[src/rtl/ind_pkg.sv]
package ind_pkg;

    typedef enum logic [1:0] {
        SP_SAMPLE = 2'd0,
        SP_CM_LO  = 2'd1,
        SP_CM_HI  = 2'd2
    } space_t;

    typedef enum logic [2:0] {
        ST_IDLE = 3'd0,
        ST_WR   = 3'd1,
        ST_RD   = 3'd2,
        ST_CAPT = 3'd3,
        ST_STEP = 3'd4
    } seq_t;

    localparam logic [1:0] REG_ALO  = 2'd0;
    localparam logic [1:0] REG_AHI  = 2'd1;
    localparam logic [1:0] REG_MODE = 2'd2;
    localparam logic [1:0] REG_DATA = 2'd3;

    localparam int MODE_INC_RD = 6;
    localparam int MODE_INC_WR = 7;

    function automatic space_t to_space(input logic [1:0] code);
        space_t s;
        unique case (code)
            2'd1:    s = SP_CM_LO;
            2'd2:    s = SP_CM_HI;
            default: s = SP_SAMPLE;
        endcase
        return s;
    endfunction

endpackage

[src/rtl/ind_cursor.sv]
module ind_cursor
    import ind_pkg::*;
#(
    parameter int AW   = 9,
    parameter int LAST = 383
) (
    input  logic          clk,
    input  logic          rst_n,
    input  logic          ld_lo,
    input  logic          ld_hi,
    input  logic          ld_mode,
    input  logic [7:0]    wbyte,
    input  logic          step,
    input  logic          inc_en,
    output logic [AW-1:0] addr,
    output space_t        lane
);

    localparam int            HW     = AW - 8;
    localparam logic [AW-1:0] LAST_A = AW'(LAST);
    localparam logic [AW-1:0] ONE_A  = AW'(1);

    logic [AW-1:0] addr_adv;

    always_comb begin
        if (addr >= LAST_A) begin
            addr_adv = '0;
        end else begin
            addr_adv = addr + ONE_A;
        end
    end

    always_ff @(posedge clk) begin
        if (!rst_n) begin
            addr <= '0;
        end else if (ld_lo) begin
            addr[7:0] <= wbyte;
        end else if (ld_hi) begin
            addr[AW-1:8] <= wbyte[HW-1:0];
        end else if (step) begin
            unique case (lane)
                SP_SAMPLE: if (inc_en) addr <= addr_adv;
                SP_CM_LO:  addr <= addr;
                SP_CM_HI:  if (inc_en) addr <= addr_adv;
                default:   addr <= addr;
            endcase
        end
    end

    always_ff @(posedge clk) begin
        if (!rst_n) begin
            lane <= SP_SAMPLE;
        end else if (ld_mode) begin
            lane <= to_space(wbyte[1:0]);
        end else if (step) begin
            unique case (lane)
                SP_SAMPLE: lane <= SP_SAMPLE;
                SP_CM_LO:  lane <= SP_CM_HI;
                SP_CM_HI:  if (inc_en) lane <= SP_CM_LO;
                default:   lane <= SP_SAMPLE;
            endcase
        end
    end

endmodule

[src/rtl/ind_seq.sv]
module ind_seq
    import ind_pkg::*;
(
    input  logic clk,
    input  logic rst_n,
    input  logic go_rd,
    input  logic go_wr,
    input  logic in_range,
    output logic busy,
    output logic ram_wr,
    output logic ram_rd,
    output logic capt,
    output logic step,
    output logic step_rd
);

    seq_t state, state_nx;
    logic op_rd_q;

    always_comb begin
        state_nx = state;
        unique case (state)
            ST_IDLE: begin
                if (go_wr)      state_nx = ST_WR;
                else if (go_rd) state_nx = ST_RD;
            end
            ST_WR:   state_nx = ST_STEP;
            ST_RD:   state_nx = ST_CAPT;
            ST_CAPT: state_nx = ST_STEP;
            ST_STEP: state_nx = ST_IDLE;
            default: state_nx = ST_IDLE;
        endcase
    end

    always_ff @(posedge clk) begin
        if (!rst_n) begin
            state   <= ST_IDLE;
            op_rd_q <= 1'b0;
        end else begin
            state <= state_nx;
            if (state == ST_IDLE && (go_wr || go_rd)) begin
                op_rd_q <= !go_wr;
            end
        end
    end

    always_comb begin
        busy    = 1'b1;
        ram_wr  = 1'b0;
        ram_rd  = 1'b0;
        capt    = 1'b0;
        step    = 1'b0;
        step_rd = op_rd_q;
        unique case (state)
            ST_IDLE: busy   = 1'b0;
            ST_WR:   ram_wr = in_range;
            ST_RD:   ram_rd = in_range;
            ST_CAPT: capt   = 1'b1;
            ST_STEP: step   = 1'b1;
            default: busy   = 1'b1;
        endcase
    end

endmodule

[src/rtl/ind_hostregs.sv]
module ind_hostregs
    import ind_pkg::*;
#(
    parameter int AW = 9
) (
    input  logic          clk,
    input  logic          rst_n,
    input  logic          h_rd,
    input  logic          h_wr,
    input  logic [1:0]    h_reg,
    input  logic [7:0]    h_wdata,
    input  logic          busy,
    input  logic          capt,
    input  logic          in_range,
    input  logic [7:0]    ram_rdata,
    input  logic [AW-1:0] addr,
    input  space_t        lane,
    output logic          ld_lo,
    output logic          ld_hi,
    output logic          ld_mode,
    output logic          go_rd,
    output logic          go_wr,
    output logic [7:0]    mode_q,
    output logic [7:0]    wdata_q,
    output logic [7:0]    h_rdata,
    output logic          h_rvalid
);

    localparam int HW = AW - 8;

    logic       open;
    logic       reg_rd;
    logic [7:0] rb;
    logic [7:0] hi_rb;

    always_comb begin
        open    = !busy;
        ld_lo   = open && h_wr && (h_reg == REG_ALO);
        ld_hi   = open && h_wr && (h_reg == REG_AHI);
        ld_mode = open && h_wr && (h_reg == REG_MODE);
        go_wr   = open && h_wr && (h_reg == REG_DATA);
        go_rd   = open && h_rd && !h_wr && (h_reg == REG_DATA);
        reg_rd  = open && h_rd && !h_wr && (h_reg != REG_DATA);
    end

    always_comb begin
        hi_rb = '0;
        hi_rb[HW-1:0] = addr[AW-1:8];
        unique case (h_reg)
            REG_ALO:  rb = addr[7:0];
            REG_AHI:  rb = hi_rb;
            REG_MODE: rb = {mode_q[7:2], lane};
            default:  rb = 8'h00;
        endcase
    end

    always_ff @(posedge clk) begin
        if (!rst_n) begin
            mode_q  <= 8'h00;
            wdata_q <= 8'h00;
        end else begin
            if (ld_mode) mode_q  <= h_wdata;
            if (go_wr)   wdata_q <= h_wdata;
        end
    end

    always_ff @(posedge clk) begin
        if (!rst_n) begin
            h_rdata  <= 8'h00;
            h_rvalid <= 1'b0;
        end else begin
            h_rvalid <= 1'b0;
            if (capt) begin
                h_rdata  <= in_range ? ram_rdata : 8'h00;
                h_rvalid <= 1'b1;
            end else if (reg_rd) begin
                h_rdata  <= rb;
                h_rvalid <= 1'b1;
            end
        end
    end

endmodule

[src/rtl/ind_access_port.sv]
module ind_access_port
    import ind_pkg::*;
#(
    parameter int AW   = 9,
    parameter int LAST = 383
) (
    input  logic          clk,
    input  logic          rst_n,
    input  logic          h_rd,
    input  logic          h_wr,
    input  logic [1:0]    h_reg,
    input  logic [7:0]    h_wdata,
    output logic [7:0]    h_rdata,
    output logic          h_rvalid,
    output logic          h_busy,
    output logic [AW-1:0] ram_addr,
    output logic [1:0]    ram_space,
    output logic          ram_wr,
    output logic          ram_rd,
    output logic [7:0]    ram_wdata,
    input  logic [7:0]    ram_rdata
);

    localparam logic [AW-1:0] LAST_A = AW'(LAST);

    logic          ld_lo, ld_hi, ld_mode;
    logic          go_rd, go_wr;
    logic          capt, step, step_rd;
    logic          inc_en, in_range;
    logic [7:0]    mode_q, wdata_q;
    logic [AW-1:0] addr;
    space_t        lane;

    assign in_range  = (addr <= LAST_A);
    assign inc_en    = step_rd ? mode_q[MODE_INC_RD] : mode_q[MODE_INC_WR];
    assign ram_addr  = addr;
    assign ram_space = lane;
    assign ram_wdata = wdata_q;

    ind_hostregs #(.AW(AW)) u_regs (
        .clk      (clk),
        .rst_n    (rst_n),
        .h_rd     (h_rd),
        .h_wr     (h_wr),
        .h_reg    (h_reg),
        .h_wdata  (h_wdata),
        .busy     (h_busy),
        .capt     (capt),
        .in_range (in_range),
        .ram_rdata(ram_rdata),
        .addr     (addr),
        .lane     (lane),
        .ld_lo    (ld_lo),
        .ld_hi    (ld_hi),
        .ld_mode  (ld_mode),
        .go_rd    (go_rd),
        .go_wr    (go_wr),
        .mode_q   (mode_q),
        .wdata_q  (wdata_q),
        .h_rdata  (h_rdata),
        .h_rvalid (h_rvalid)
    );

    ind_seq u_seq (
        .clk     (clk),
        .rst_n   (rst_n),
        .go_rd   (go_rd),
        .go_wr   (go_wr),
        .in_range(in_range),
        .busy    (h_busy),
        .ram_wr  (ram_wr),
        .ram_rd  (ram_rd),
        .capt    (capt),
        .step    (step),
        .step_rd (step_rd)
    );

    ind_cursor #(.AW(AW), .LAST(LAST)) u_cursor (
        .clk    (clk),
        .rst_n  (rst_n),
        .ld_lo  (ld_lo),
        .ld_hi  (ld_hi),
        .ld_mode(ld_mode),
        .wbyte  (h_wdata),
        .step   (step),
        .inc_en (inc_en),
        .addr   (addr),
        .lane   (lane)
    );

endmodule

[config.mk]
export PLATFORM = sky130hd
export DESIGN_NAME = ind_access_port
export DESIGN_NICKNAME = d
export VERILOG_FILES = /design/src/rtl/ind_pkg.sv /design/src/rtl/ind_cursor.sv /design/src/rtl/ind_seq.sv /design/src/rtl/ind_hostregs.sv /design/src/rtl/ind_access_port.sv
export SDC_FILE = /design/constraint.sdc
export NUM_CORES = 1
export LEC_CHECK = 0
export BUFFER_PORTS_ARGS = -buffer_cell sky130_fd_sc_hd__buf_4
export CORE_MARGIN = 2
export CORE_UTILIZATION = 56
export DETAILED_ROUTE_END_ITERATION = 10
export GPL_ROUTABILITY_DRIVEN = 0
export PLACE_DENSITY = 0.84
export SLEW_MARGIN = 20
export SYNTH_ARGS = -nofsm -noshare
export SYNTH_HDL_FRONTEND = slang
export SYNTH_SLANG_ARGS = --single-unit
[constraint.sdc]
create_clock -name clk -period 5 [get_ports clk]
set_input_delay 0.25 -clock clk [delete_from_list [all_inputs] [get_ports clk]]
set_output_delay 0.25 -clock clk [all_outputs]
set_load 0.05 [all_outputs]
==> out/metrics.yaml <==
outcome:
  outcome: "completed"
logic_synthesis:
  synth_area_leaders: "dfxtp_1, a21oi_1, nand2_1"
  synth_top_area_share_pct: 39.1
  yosys_warnings: 0
  syn-mean-instance-area_um2: 8.39
  synth-seq-cells: 38
  async_reset_ff_share_pct: 0
  syn_nets: 255
  ys.flop_type: "dfxtp_1"
  synth-edff-count: 0
  ys_types: 47
  yosysSeqAreaShare_pct: 39.1
  yosys.area.top_type: "dfxtp_1"
  synthTopCellsByCount: "dfxtp_1, a21oi_1, nand2_1, nor2_1, o21ai_0"
  syn_inst: 232
  post-synth-top-count-cell: "dfxtp_1"
  synth_area_um2: 1950
pwr:
  power.density_nw_per_um2: 288
  leakage_nw: 1.15
  peakVddDrop_mv: 0.208
  p_total_mw: 0.705
routing:
  drtAntennaViolNets: 0
  drt_wl_total_mm: 5.20
  via_count: 1965
  drt-initial-drc-count: 114
  wl_per_cell_um: 15.8
  drc: 0
  dr.pass1.iters: 5
  via_per_inst: 5.95
placement:
  dpl-instance-area_um2: 2370
  dpl.hpwl_mm: 3.77
  portBuffers: 52
sta:
  max_slew.worst_pin.slew_ns: 0.801
  fin_crit_sh_pct: 47.3
  hold_viol: 0
  fmax_mhz: 423
  skew_ns: 0.00632
  setup_viol: 0
  slew_headroom_pct: 46.6
  hold_ws_ns: 0.159
  rsz0062_at_grt: "false"
  tns_ns: 0
  period_minus_slack_ns: 2.37
  maxSlewViolCount: 0
global_route:
  grt_max_degree: 25
  grt_pass1_vias: 1841
  antenna_found_initial: 0
  grt_first_pass_wirelength_mm: 8.55
  globalRouteTotalUtil_pct: 26.9
  overflow: 0
final_layout:
  final_core_util_pct: 73.3
  nets: 307
  register_area_um2: 761
  drive_gt1_share_pct: 23.6
  final_area_um2: 2450
  syn2layout_area_growth_pct: 25.7
  num_antenna_cells: 0
  fillCellCount: 262
  multi_input_area_um2: 1150
floorplanning:
  die_x_um: 63.0
  design.core.area_um2: 3340
  num_rows: 21
  chipHeight_um: 63.0
  start_util_pct: 58.3
  ios: 53
  dieArea_um2: 3960
flow_run:
  maxCapViolCount: 0
critical_path:
  r2r_setup_slack_ns: 3.01
  max_stage_delay_ns: 0.48
  critPathLaunchType: "register"
  critPathRequiredTime_ns: 4.75
  path_delay_family: "simple AND/OR/NAND/NOR gates"
  crit_arrival_ns: 2.12
  worst-path-buf-inv: 1
  cp_cell_sequence: "ha_1 -> and3_1 -> nor3_1 -> o21a_1 -> nor4b_1 -> buf_4"
  cp_max_fo: 8
  crit_type: "reg -> out"
  end_kind: "output port"
  worst_path_max_delay_cell: "dfxtp_1"
cts:
  htree_levels: 2
  clk_pin_slew_ns: 0.11
  cts_buffers: 5
  clkSinkCount: 38
  cts_tree: "yes"
  clockBufferDepth: 2
  cts.repair.resized: 0
  cts-root-buf: "clkbuf_4"
  post_cts.repair.setup_buffers: 0
  cts_hold_buf: 0
  insertion_delay_ns: 0.34
min_path:
  hp-class: "in -> reg"
[cells by family after synthesis]
group	share of synthesized area (%)
XOR/XNOR	0.450
AO/OA/AOI/OAI	27.6
AND/OR/NAND/NOR	25.9
buffers and inverters	2.06
multiplexers	4.24
flip-flops	39.1
adder cells (fa/ha/maj)	0.643
[layout make-up]
cell class	instances	area share [%]
well taps	46	2.35
repair buffers	52	16.0
flip-flops and latches	38	31.1
clock inverters	1	1.23
inverters	3	0.460
clock buffers	6	2.10
multi-input cells	184	46.8
[worst register-to-register path, cell delays in order, from the launching register on]
cell      delay [ns]
dfxtp_1         0.48
ha_1            0.25
and3_1          0.22
nor3_1          0.09
a211oi_2        0.52
a21oi_1         0.15
o21ba_1         0.24
[registers in the layout, summed over array words and instances (netlist names)]
signal           count
u_cursor.lane        2
u_cursor.addr        9
u_regs.h_rvalid      1
u_regs.wdata_q       8
u_seq.step_rd        1
u_seq.state          3
u_regs.h_rdata       8
u_regs.mode_q        6
[power breakdown]
part           switching, mW  total (mW)  leakage [nW]  internal, mW
Clock                  0.100       0.217        0.0443         0.116
Sequential            0.0167       0.334         0.310         0.318
Combinational         0.0971       0.154         0.796        0.0571
[through the flow]
stage,setup WS [ns],std cells
after floorplan,1.69,232
after global placement,3.08,323
after detailed placement,3.04,323
after CTS,2.65,330
after global routing,2.50,330
final,2.63,330
[cell usage in the layout, fill, tap and decap left out, types with 2 or more instances in the layout]
master	n
buf_4	52
dfxtp_1	38
a21oi_1	36
nand2_1	26
nor2_1	18
o21ai_0	13
nor2b_1	10
o22ai_1	8
o21ba_1	8
nor3_1	7
mux2i_1	6
nand3_1	5
clkbuf_4	5
nand3b_1	4
o211a_1	4
o21a_1	3
inv_1	3
and3_1	2
nand4_1	2
mux2_2	2
nand2b_1	2
nor3b_1	2
a32o_1	2
[metal layers]
layer  wire length, um  up-vias  global-route usage [%]  share of wire [%]
met3               326        7                    5.05                6.3
met2              2550       77                    46.0                 49
li1                  -      955                       -                  -
met4                60        0                    9.72                1.2
met5                 0        -                       0                  0
met1              2270      926                    33.5                 44
[worst paths after layout]
kind	to	depth (start not counted)	startpoint
setup / recovery	ram_wr	6	u_cursor.addr[0]$_SDFFE_PN0P_
hold / removal	u_regs.wdata_q[4]$_SDFFE_PN0P_	3	h_wdata[4]
setup reg to reg	u_regs.h_rdata[1]$_SDFFE_PN0P_	6	u_cursor.addr[0]$_SDFFE_PN0P_
hold reg to reg	u_regs.wdata_q[2]$_SDFFE_PN0P_	2	u_regs.wdata_q[2]$_SDFFE_PN0P_
No activity file was read; power rests on OpenSTA's default activity.
